<file path="src/rtl/pxu_pkg.sv">
`timescale 1ns/1ps
package pxu_pkg;
  localparam int WORD_W = 32;
  localparam int LG_MAX = $clog2(WORD_W);
  localparam int IDX_W  = 8;
  localparam int CH_W   = 8;
  localparam int RAW_W  = 3 * CH_W;

  typedef enum logic [2:0] {
    DC_1 = 3'd0, DC_2 = 3'd1, DC_4 = 3'd2, DC_8 = 3'd3,
    DC_16 = 3'd4, DC_32 = 3'd5, DC_565 = 3'd6, DC_444 = 3'd7
  } depth_e;

  typedef enum logic [2:0] {
    PF_INDEX, PF_888, PF_5551, PF_565, PF_444
  } pfmt_e;

  function automatic logic [2:0] depth_lg(depth_e d);
    case (d)
      DC_1:    return 3'd0;
      DC_2:    return 3'd1;
      DC_4:    return 3'd2;
      DC_8:    return 3'd3;
      DC_32:   return 3'd5;
      default: return 3'd4;
    endcase
  endfunction
endpackage

</file>
<file path="src/rtl/pxu_word_hold.sv">
`timescale 1ns/1ps
module pxu_word_hold
  import pxu_pkg::*;
#(
  parameter int COL_W = 12
) (
  input  logic              clk,
  input  logic              rst_n,
  input  logic [2:0]        lg,
  input  logic [COL_W-1:0]  line_px,
  input  logic              in_valid,
  output logic              in_ready,
  input  logic [WORD_W-1:0] in_data,
  input  logic              out_ready,
  output logic              held,
  output logic [WORD_W-1:0] word,
  output logic [LG_MAX-1:0] k,
  output logic              line_end
);
  localparam int K_W = LG_MAX;

  logic [COL_W-1:0] col_q;
  logic [K_W-1:0]   k_last;
  logic             word_end, take, release_w, accept;

  // index of the last pixel slot in a word at this depth
  assign k_last    = K_W'((WORD_W >> lg) - 1);
  assign line_end  = held && (col_q == COL_W'(line_px - 1'b1));
  assign word_end  = (k == k_last);
  assign take      = held && out_ready;
  assign release_w = take && (line_end || word_end);
  assign in_ready  = !held || release_w;
  assign accept    = in_valid && in_ready;

  always_ff @(posedge clk) begin
    if (!rst_n) begin
      held  <= 1'b0;
      word  <= '0;
      k     <= '0;
      col_q <= '0;
    end else begin
      if (accept) begin
        held <= 1'b1;
        word <= in_data;
        k    <= '0;
      end else if (release_w) begin
        held <= 1'b0;
        k    <= '0;
      end else if (take) begin
        k <= k + 1'b1;
      end
      if (take) col_q <= line_end ? '0 : col_q + 1'b1;
    end
  end
endmodule

</file>
<file path="src/rtl/pxu_field_pick.sv">
`timescale 1ns/1ps
module pxu_field_pick
  import pxu_pkg::*;
#(
  parameter int OUT_W = RAW_W
) (
  input  logic [WORD_W-1:0] word,
  input  logic [LG_MAX-1:0] k,
  input  logic [2:0]        lg,
  input  logic              be_bytes,
  input  logic              be_pixels,
  output logic [OUT_W-1:0]  raw
);
  localparam int NL  = LG_MAX + 1;
  localparam int K_W = LG_MAX;
  localparam int BYTE_LG = 3;

  logic [OUT_W-1:0] cand [NL];

  for (genvar L = 0; L < NL; L++) begin : g_lg
    localparam int W = 1 << L;
    localparam int P = WORD_W >> L;
    logic [K_W-1:0]    off;
    logic [WORD_W-1:0] shifted;

    if (L < BYTE_LG) begin : g_sub
      localparam int PPB = 8 >> L;
      always_comb begin
        if (be_bytes)
          off = K_W'((P - 1 - int'(k)) << L);
        else if (be_pixels)
          off = K_W'(((int'(k) >> (BYTE_LG - L)) << 3) + (8 - W)
                     - ((int'(k) & (PPB - 1)) << L));
        else
          off = K_W'(int'(k) << L);
      end
    end else begin : g_whole
      always_comb begin
        if (be_bytes) off = K_W'((P - 1 - int'(k)) << L);
        else          off = K_W'(int'(k) << L);
      end
    end

    assign shifted = word >> off;
    assign cand[L] = OUT_W'(shifted & WORD_W'((64'd1 << W) - 1));
  end

  always_comb begin
    raw = '0;
    for (int i = 0; i < NL; i++)
      if (lg == 3'(i)) raw = cand[i];
  end
endmodule

</file>
<file path="src/rtl/pxu_color_map.sv">
`timescale 1ns/1ps
module pxu_color_map
  import pxu_pkg::*;
(
  input  logic [RAW_W-1:0] raw,
  input  depth_e           code,
  input  logic             swap_bgr,
  input  logic [1:0]       fmt_mux,
  input  logic             native_565,
  output logic             direct,
  output logic [IDX_W-1:0] index,
  output logic [3*CH_W-1:0] rgb
);
  pfmt_e fmt;
  logic  eff_bgr;
  logic [CH_W-1:0] c0, c1, c2;

  always_comb begin
    eff_bgr = swap_bgr;
    unique case (code)
      DC_1, DC_2, DC_4, DC_8: fmt = PF_INDEX;
      DC_32:  fmt = PF_888;
      DC_565: fmt = PF_565;
      DC_444: fmt = PF_444;
      default: begin
        if (native_565) fmt = PF_5551;
        else begin
          unique case (fmt_mux)
            2'd1: fmt = PF_5551;
            2'd3: begin fmt = PF_565; eff_bgr = 1'b1; end
            default: fmt = PF_565;
          endcase
        end
      end
    endcase
  end

  always_comb begin
    c0 = '0; c1 = '0; c2 = '0;
    unique case (fmt)
      PF_888:  begin c0 = raw[7:0]; c1 = raw[15:8]; c2 = raw[23:16]; end
      PF_5551: begin
        c0 = {raw[4:0], 3'b0}; c1 = {raw[9:5], 3'b0}; c2 = {raw[14:10], 3'b0};
      end
      PF_565: begin
        c0 = {raw[4:0], 3'b0}; c1 = {raw[10:5], 2'b0}; c2 = {raw[15:11], 3'b0};
      end
      PF_444: begin
        c0 = {raw[3:0], 4'b0}; c1 = {raw[7:4], 4'b0}; c2 = {raw[11:8], 4'b0};
      end
      default: ;
    endcase
  end

  assign direct = (fmt != PF_INDEX);
  assign index  = direct ? '0 : raw[IDX_W-1:0];
  assign rgb    = !direct ? '0 : (eff_bgr ? {c0, c1, c2} : {c2, c1, c0});
endmodule

</file>
<file path="src/rtl/pxu_top.sv">
`timescale 1ns/1ps
module pxu_top
  import pxu_pkg::*;
#(
  parameter int COL_W = 12
) (
  input  logic              clk,
  input  logic              rst_n,
  input  logic [2:0]        depth_code,
  input  logic              swap_bgr,
  input  logic              be_bytes,
  input  logic              be_pixels,
  input  logic [1:0]        fmt_mux,
  input  logic              native_565,
  input  logic [COL_W-1:0]  line_px,
  input  logic              in_valid,
  output logic              in_ready,
  input  logic [31:0]       in_data,
  output logic              out_valid,
  input  logic              out_ready,
  output logic              out_direct,
  output logic [7:0]        out_index,
  output logic [23:0]       out_rgb,
  output logic              out_eol
);
  depth_e            code;
  logic [2:0]        lg;
  logic              held, line_end;
  logic [WORD_W-1:0] word;
  logic [LG_MAX-1:0] k;
  logic [RAW_W-1:0]  raw;

  assign code = depth_e'(depth_code);
  assign lg   = depth_lg(code);

  pxu_word_hold #(.COL_W(COL_W)) u_hold (
    .clk(clk), .rst_n(rst_n), .lg(lg), .line_px(line_px),
    .in_valid(in_valid), .in_ready(in_ready), .in_data(in_data),
    .out_ready(out_ready), .held(held), .word(word), .k(k),
    .line_end(line_end)
  );

  pxu_field_pick #(.OUT_W(RAW_W)) u_pick (
    .word(word), .k(k), .lg(lg), .be_bytes(be_bytes),
    .be_pixels(be_pixels), .raw(raw)
  );

  pxu_color_map u_map (
    .raw(raw), .code(code), .swap_bgr(swap_bgr), .fmt_mux(fmt_mux),
    .native_565(native_565), .direct(out_direct), .index(out_index),
    .rgb(out_rgb)
  );

  assign out_valid = held;
  assign out_eol   = line_end;
endmodule

</file>
<file path="config.mk">
export PLATFORM = sky130hd
export DESIGN_NAME = pxu_top
export DESIGN_NICKNAME = d
export VERILOG_FILES = /design/src/rtl/pxu_pkg.sv /design/src/rtl/pxu_word_hold.sv /design/src/rtl/pxu_field_pick.sv /design/src/rtl/pxu_color_map.sv /design/src/rtl/pxu_top.sv
export SDC_FILE = /design/constraint.sdc
export NUM_CORES = 1
export LEC_CHECK = 0
export CORE_MARGIN = 3
export CORE_UTILIZATION = 30
export CTS_CLUSTER_DIAMETER = 40
export DETAILED_ROUTE_END_ITERATION = 16
export PLACE_DENSITY = 0.61
export SLEW_MARGIN = 20
export SYNTH_ARGS = -nofsm -noshare
export SYNTH_HDL_FRONTEND = slang
export SYNTH_SLANG_ARGS = --single-unit
</file>
<file path="constraint.sdc">
create_clock -name clk -period 5.3 [get_ports clk]
set_input_delay 0.53 -clock clk [delete_from_list [all_inputs] [get_ports clk]]
set_output_delay 0.53 -clock clk [all_outputs]
set_load 0.02 [all_outputs]
</file>
==> metrics.cfg <==
[layout]
nets = 708
fill_cells = 1626
drive_gt1_share_pct = 10.7
n_antenna_cell = 0
area_delta_synth_final_pct = 25.5

[hold_path]
min-delay-start = u_hold.col_q[0]$_SDFFE_PN0P_
holdPathEnd = u_hold.col_q[0]$_SDFFE_PN0P_
min_path_type = reg2reg
holdPathStages = 2

[pwr]
leakagePower_nw = 2.41
p_seq_share_pct = 38.7
p_sw_share_pct = 30.3
p_int_mw = 0.791
p_sw_mw = 0.344
p_total_mw = 1.13
pwr-share-comb_pct = 29.5
power.density_nw_per_um2 = 180
pwr-share-clk_pct = 31.8
max-vdd-ir-drop_mv = 0.105

[synthesis]
synth_commonest_cells = 65 x mux2i_1, 50 x dfxtp_1, 43 x nor2b_1
synth_seq_area_share_pct = 20.0
yosysMostFrequentCell = mux2i_1
synth_area_um2 = 5010
synth_nets = 639
postSynthAreaPerCell_um2 = 8.68
yosys_register_bits = 50
yosys.area.top_type = dfxtp_1
synth.distinct_cells = 68
synth_area_leaders = dfxtp_1 20%, mux2i_1 13%, mux4_2 13%
yosys_warnings = 0
yosysTopAreaCellShare_pct = 20.0
synth-edff-count = 0
ys.flop_type = dfxtp_1
async_flop_share_pct = 0
syn_inst = 577

[sta]
fmax_mhz = 215
period_share_pct = 87.8
slew-limit-headroom_pct = 41.9
finalMaxSlewViolations = 0
setup_viol_count_final = 0
finalHoldViolCount = 0
fin_crit_ps = 4650
worst-slew-pin-transition_ps = 861
clock_skew_ps = 4.33
setup-tns-final_ps = 0
rsz0062_at_grt = no

[critical_path]
max_stage_delay_ps = 640
startpoint = line_px[0]
critPathKind = in2out
r2r-end = u_hold.word[26]$_SDFFE_PN0P_
cp.required_ps = 4770
cp_cell_sequence = clkdlybuf4s50_1, inv_1, ha_1, or4b_1, or3_1, a211o_1, a2111oi_4, nand3_1, nand3_1, clkdlybuf4s50_1
slowest_stage = clkdlybuf4s50_1
path_max_fanout = 10
cp.arrival_ps = 4120
reg2reg_from = u_hold.col_q[5]$_SDFFE_PN0P_
reg2reg_depth = 8
rrSetupSlack_ps = 2390
setup.worst_path.end_class = primary output
worstSetupStartpointType = input pin

[clocking]
clkTransAtPathRegs_ps = 60
cts_resized = 0
cts_made_buffers = 5
insertion_delay_ps = 290
h-tree-depth = 2
post_cts_buffers = 0
cts_tree = done
cts_hold_buf = 0
cts_sinks = 50
root_buffer = clkbuf_16
cts.path.max_buffers = 2

[detailed_routing]
antenna_left = 0
drtIter0Drc = 415
wl_per_cell_um = 18.3
vias = 4898
drc = 0
dr.pass1.iters = 5
routed_wl_um = 15800
via_per_inst = 5.68

[global_routing]
antenna_found_initial = 0
overflow = 0
grt_max_degree = 49
grt_pass1_vias = 4851
grt_usage_pct = 17.1
grt_pass1_wl_um = 25500

[outcome]
outcome = finished clean

[floorplanning]
fp.dieH_um = 135
start_util_pct = 31.1
fp.dieW_um = 135
ios = 93
num_rows = 46
core-area_um2 = 16100
die_area_um2 = 18300

[placement]
place_hpwl_um = 11900
port_buffers = 92
gp_congestion = 0.967

[job]
maxCapViolCount = 0

==> cell type report <==
cell class                 count  area [um2]  share of cell area, %
multi-input combinational    474        3800                   60.4
tap                          216         270                   4.30
inverter                      11        41.3                  0.656
sequential                    50        1000                   15.9
clock inverter                 2        37.5                  0.597
timing repair buffer         104        1010                   16.1
clock buffer                   6         129                   2.05
==> logic make-up after synthesis <==
| family | count (synthesis) | synth area share [%] |
|---|---|---|
| fa+ha+maj | 5 | 1.25 |
| simple gates | 218 | 24.7 |
| flops | 50 | 20.0 |
| mux | 98 | 26.7 |
| buf+inv | 53 | 4.49 |
| compound gates | 125 | 17.8 |
| xor+xnor | 28 | 5.17 |
==> layer usage <==
metal  routed length, um  share of wire (%)  up-vias  global-route usage (%)
met3                1280                8.1       37                    3.94
met4                 340                2.2        0                    5.15
met1                6990                 44     2324                    23.4
li1                    -                  -     2316                       -
met2                7200                 46      221                    26.9
met5                   0                  0        -                       0
==> sequential cells by signal, summed over array words and instances (netlist names) <==
name          cells
u_hold.col_q     12
u_hold.held       1
u_hold.word      32
u_hold.k          5
==> worst max-delay path: cells and delay by family <==
kind / cells / cell delay, ps
AO/OA/AOI/OAI: 2 / 820
adder cells (fa/ha/maj): 1 / 230
buffers and inverters: 3 / 1200
AND/OR/NAND/NOR: 4 / 1320
==> worst max path at each step <==
stage	end	cells past startpoint
3_5_place_dp	in_ready	10
4_1_cts	in_ready	10
6_report	in_ready	10
5_1_grt	out_index[0]	9
2_1_floorplan	out_index[1]	8
3_3_place_gp	in_ready	10
==> power by group through the flow <==
stage | combinational (mW) | clock (mW) | sequential, mW
6_report | 0.335 | 0.360 | 0.439
5_1_grt | 0.364 | 0.389 | 0.440
4_1_cts | 0.335 | 0.369 | 0.436
3_5_place_dp | 0.334 | 0 | 0.444
3_3_place_gp | 0.326 | 0 | 0.444
2_1_floorplan | 0.226 | 0 | 0.420
==> cell usage in the layout, fill, tap and decap left out, types with 3 or more instances in the layout <==
cell type        synthesis  routed
clkdlybuf4s50_1          0      92
mux2i_1                 65      65
dfxtp_1                 50      50
nor2b_1                 43      43
nand2_1                 40      40
o21ai_0                 32      32
mux4_2                  28      28
nor2_1                  27      27
a21oi_1                 24      24
nand3_1                 18      18
and3_1                  18      18
xnor2_1                 16      15
buf_4                    0      12
inv_1                   11      11
xor2_1                  11      10
nand2b_1                10      10
or3_1                    9       9
and2_1                   9       9
nor3_1                   9       9
o22ai_1                  8       8
a211oi_1                 8       8
o221a_2                  6       6
mux2_2                   5       5
nand3b_1                 5       5
nor4b_1                  5       5
ha_1                     5       5
clkbuf_16                0       5
nor3b_1                  4       4
a211o_1                  4       4
o21a_1                   3       3
and3b_1                  3       3
o221ai_1                 3       3
a221oi_1                 3       3
o31ai_1                  3       3
o211ai_1                 3       3
a21boi_0                 3       3
and4_1                   3       3
==> metrics by stage <==
step / utilization (%) / cell area, um2 / setup WS (ps) / hold WS, ps / cells
after floorplan: - / 5010 / 1850 / 486 / 577
after global placement: 38.0 / 6120 / 810 / 521 / 855
after detailed placement: 38.0 / 6120 / 708 / 543 / 855
after CTS: 39.0 / 6290 / 669 / 549 / 863
after global routing: 39.0 / 6290 / 395 / 587 / 863
final: 39.0 / 6290 / 648 / 544 / 863
No activity file was read; power rests on OpenSTA's default activity.
